`config.mk`:
```
export PLATFORM = sky130hd
export DESIGN_NAME = ppo_rules
export DESIGN_NICKNAME = d
export VERILOG_FILES = /design/src/rtl/ppo_pkg.sv /design/src/rtl/ppo_rules.sv
export SDC_FILE = /design/constraint.sdc
export NUM_CORES = 1
export LEC_CHECK = 0
export CORE_AREA = 2 2 39 41
export DETAILED_ROUTE_END_ITERATION = 16
export DIE_AREA = 0 0 41 43
export DONT_BUFFER_PORTS = 1
export PLACE_DENSITY_LB_ADDON = 0.3
export SYNTH_ARGS = -nofsm -noshare
export SYNTH_HDL_FRONTEND = slang
export SYNTH_SLANG_ARGS = --single-unit
```
`constraint.sdc`:
```
create_clock -name vclk -period 1.1
set_input_delay 0.165 -clock vclk [all_inputs]
set_output_delay 0.165 -clock vclk [all_outputs]
set_load 0.005 [all_outputs]
```
`src/rtl/ppo_pkg.sv`:
```
package ppo_pkg;
   typedef enum logic [1:0] {
      K_LOAD  = 2'b00,
      K_STORE = 2'b01,
      K_AMO   = 2'b10,
      K_NONE  = 2'b11
   } mem_kind_e;

   localparam int NUM_RULES = 13;
   localparam int CODE_W    = 4;

   // rule index i reports reason code i+1
   localparam int RI_OVL_ST   = 0;
   localparam int RI_ATOM_FWD = 1;
   localparam int RI_LD_LD    = 2;
   localparam int RI_FENCE    = 3;
   localparam int RI_ACQ      = 4;
   localparam int RI_REL      = 5;
   localparam int RI_SC_BOTH  = 6;
   localparam int RI_PAIRED   = 7;
   localparam int RI_DEP_ADDR = 8;
   localparam int RI_DEP_DATA = 9;
   localparam int RI_DEP_CTRL = 10;
   localparam int RI_PIPE_FWD = 11;
   localparam int RI_PIPE_ADR = 12;

   function automatic logic kind_reads(input logic [1:0] k);
      return (k == K_LOAD) || (k == K_AMO);
   endfunction

   function automatic logic kind_writes(input logic [1:0] k);
      return (k == K_STORE) || (k == K_AMO);
   endfunction
endpackage

```
`src/rtl/ppo_rules.sv`:
```
module ppo_rules
   import ppo_pkg::*;
(
   input  logic [1:0] a_kind_i,
   input  logic [1:0] b_kind_i,
   input  logic       overlap_i,
   input  logic       both_main_i,
   input  logic       a_aq_i,
   input  logic       a_rl_i,
   input  logic       a_sc_ann_i,
   input  logic       a_atomic_src_i,
   input  logic       b_aq_i,
   input  logic       b_rl_i,
   input  logic       b_sc_ann_i,
   input  logic       fence_i,
   input  logic [1:0] fence_pred_i,
   input  logic [1:0] fence_succ_i,
   input  logic       paired_i,
   input  logic       dep_addr_i,
   input  logic       dep_data_i,
   input  logic       dep_ctrl_i,
   input  logic       b_got_a_i,
   input  logic       ld_diff_src_i,
   input  logic       fwd_dep_store_i,
   input  logic       mid_addr_dep_i,
   output logic [NUM_RULES-1:0] hit_o
);
   logic a_rd, a_wr, b_rd, b_wr, fence_hit;
   logic [NUM_RULES-1:0] raw;

   assign a_rd = kind_reads(a_kind_i);
   assign a_wr = kind_writes(a_kind_i);
   assign b_rd = kind_reads(b_kind_i);
   assign b_wr = kind_writes(b_kind_i);

   assign fence_hit = fence_i
      && ((fence_pred_i[1] && a_rd) || (fence_pred_i[0] && a_wr))
      && ((fence_succ_i[1] && b_rd) || (fence_succ_i[0] && b_wr));

   always_comb begin
      raw              = '0;
      raw[RI_OVL_ST]   = b_wr && overlap_i;
      raw[RI_ATOM_FWD] = a_atomic_src_i && b_rd && b_got_a_i;
      raw[RI_LD_LD]    = a_rd && b_rd && overlap_i && ld_diff_src_i;
      raw[RI_FENCE]    = fence_hit;
      raw[RI_ACQ]      = a_aq_i;
      raw[RI_REL]      = b_rl_i;
      raw[RI_SC_BOTH]  = (a_aq_i || a_rl_i) && a_sc_ann_i
                         && (b_aq_i || b_rl_i) && b_sc_ann_i;
      raw[RI_PAIRED]   = paired_i;
      raw[RI_DEP_ADDR] = dep_addr_i;
      raw[RI_DEP_DATA] = b_wr && dep_data_i;
      raw[RI_DEP_CTRL] = b_wr && dep_ctrl_i;
      raw[RI_PIPE_FWD] = b_rd && fwd_dep_store_i;
      raw[RI_PIPE_ADR] = b_wr && mid_addr_dep_i;
   end

   assign hit_o = both_main_i ? raw : '0;

   // nothing may fire for I/O pairs
   always_comb begin
      if (!both_main_i)
         p_io_silent_r1 : assert (hit_o == '0);
   end
endmodule

```
==> results.toml <==
[run_status]
status = "finished clean"

[grt]
grt_use_total_pct = 6.49
grt_overflow_total = 0
grt_pass1_vias = 183
grt_start_max_net_pins = 12
antenna_found_initial = 0
grt_pass1_wl_um = 841

[place]
io_buffers = 0
hpwl_um = 588
place.gp.congestion = 0.589

[routing]
drc_errors = 0
via_per_inst = 4.67
drt_iter0_drc = 0
dr.pass1.iters = 1
detail_route.wl_per_cell_um = 14.2
totalWireLength_um = 638
detailroute.via_count = 210
ant_nets = 0

[clock_tree]
ctsHoldBuffers = 0
cts_resized = 0
postCtsSetupBuffers = 0

[floorplan]
start_util_pct = 16.0
core.rowCount = 14
die-area_mm2 = 0.00176
coreArea_mm2 = 0.00138
io_pins = 39
die_width_um = 41
die_h_um = 43

[power]
vdd_ir_drop_max_mv = 0.0475
powerDensity_mw_per_mm2 = 263
switching_power_mw = 0.0317
p_total_mw = 0.0639
p_comb_share_pct = 100.0
switching_share_pct = 49.6
p_seq_share_pct = 0
leakage_nw = 0.119
p_int_mw = 0.0322
clockPowerShare_pct = 0

[cells_and_area]
final_cell_mix = "inv_1 (4), and2_2 (4), and3_2 (4)"
flops_and_latches = 0
layout-drive-gt1-share_pct = 37.9
clkbuf_count = 0
regArea_um2 = 0
area_delta_synth_final_pct = 9.60
n_antenna_cell = 0
nets = 61

[logic_synthesis]
yosysWarnings = 0
synth_xor_area_share_pct = 0
synth_area_um2 = 221
synth-adder-area-share_pct = 22.6
synth-compound-area-share_pct = 22.6
synth_top_area_share_pct = 22.6
synthMuxAreaShare_pct = 0
synth_cells = 30
synth_cell_types = 16
synth_top_family_by_area = "simple AND/OR/NAND/NOR gates"
syn_avg_cell_area_um2 = 7.38
synth_fp_nets = 60
ys_top_cells_by_area = "ha_1 (23%), and2_2 (14%), and3_2 (14%)"
ys_seq_area_share_pct = 0
yosysTopAreaCell = "ha_1"
yosys.area_share.simple_pct = 42.9

[sta]
slew_violations = 0
tightestPinTransition_ns = 0.203
finalHoldViolations = 0
rsz0062_at_grt = "no"
finalWorstPathRequiredPeriod_ns = 1.01
max_freq_mhz = 989
timing.final.crit_share_pct = 91.9
hold_slack_ns = 0.408
relSlewSlack_pct = 86.3
fin_tns_setup_ns = 0
setup_violations = 0

[setup_path]
worstSetupEndpointType = "primary output"
crit_fanout = 5
cp-start-kind = "input pin"
cp.arrival_ns = 0.85
timing.setup.critical_path_class = "in2out"
worstPathRequired_ns = 0.94

[job]
drv_cap = 0

[hold_path]
hold_class = "in2out"
layout make-up:
cell class,instances,area [um^2]
multi-input cells,25,208
fillers,156,1140
inverters,4,15.0
well taps,16,20.0
critical path, stage by stage:
cell and delay (ns):
inv_1 0.06, ha_4 0.29, nand2_1 0.06, a221oi_2 0.27
per-stage QoR:
step / utilization [%] / setup WS (ns) / instances / area (um^2)
after floorplan: - / 0.128 / 30 / 221
after global placement: 16.6 / 0.0604 / 45 / 230
after detailed placement: 16.6 / 0.0431 / 45 / 230
after CTS: 16.6 / 0.0345 / 45 / 230
after global routing: 17.5 / 0.0441 / 45 / 243
final: 17.5 / 0.0894 / 45 / 243
path summary, 6_finish.rpt:
kind	from	endpoint	cells after the start
worst max-delay path	b_kind_i[0]	hit_o[3]	4
worst min-delay path	both_main_i	hit_o[3]	2
Yosys cell counts:
library cell	number
a221oi_2	1
and2_1	1
and2_2	4
and3_1	1
and3_2	4
buf_6	1
ha_1	4
inv_1	4
nand2_1	2
nand2_2	1
nand3_1	1
nor2_1	1
o2111a_1	1
o21a_1	1
o21ai_0	2
o22ai_1	1
kinds of logic (layout without fill, tap and decap cells):
kind of cell / Yosys count / count (layout)
buf+inv: 5 / 4
compound gates: 6 / 6
fa+ha+maj: 4 / 4
simple gates: 15 / 15
layer usage:
metal	track usage [%]	vias up	share of wire, %
met5	0	-	0
met4	0	0	0
met1	7.59	90	35
li1	-	104	-
met3	2.62	0	17
met2	11.3	16	48
power by group through the flow:
stage	clock, mW	sequential (mW)	combinational [mW]
2_1_floorplan	0	0	0.0556
3_3_place_gp	0	0	0.0576
3_5_place_dp	0	0	0.0586
4_1_cts	0	0	0.0590
5_1_grt	0	0	0.0731
6_report	0	0	0.0639
Power figures use the tool's default switching activity.
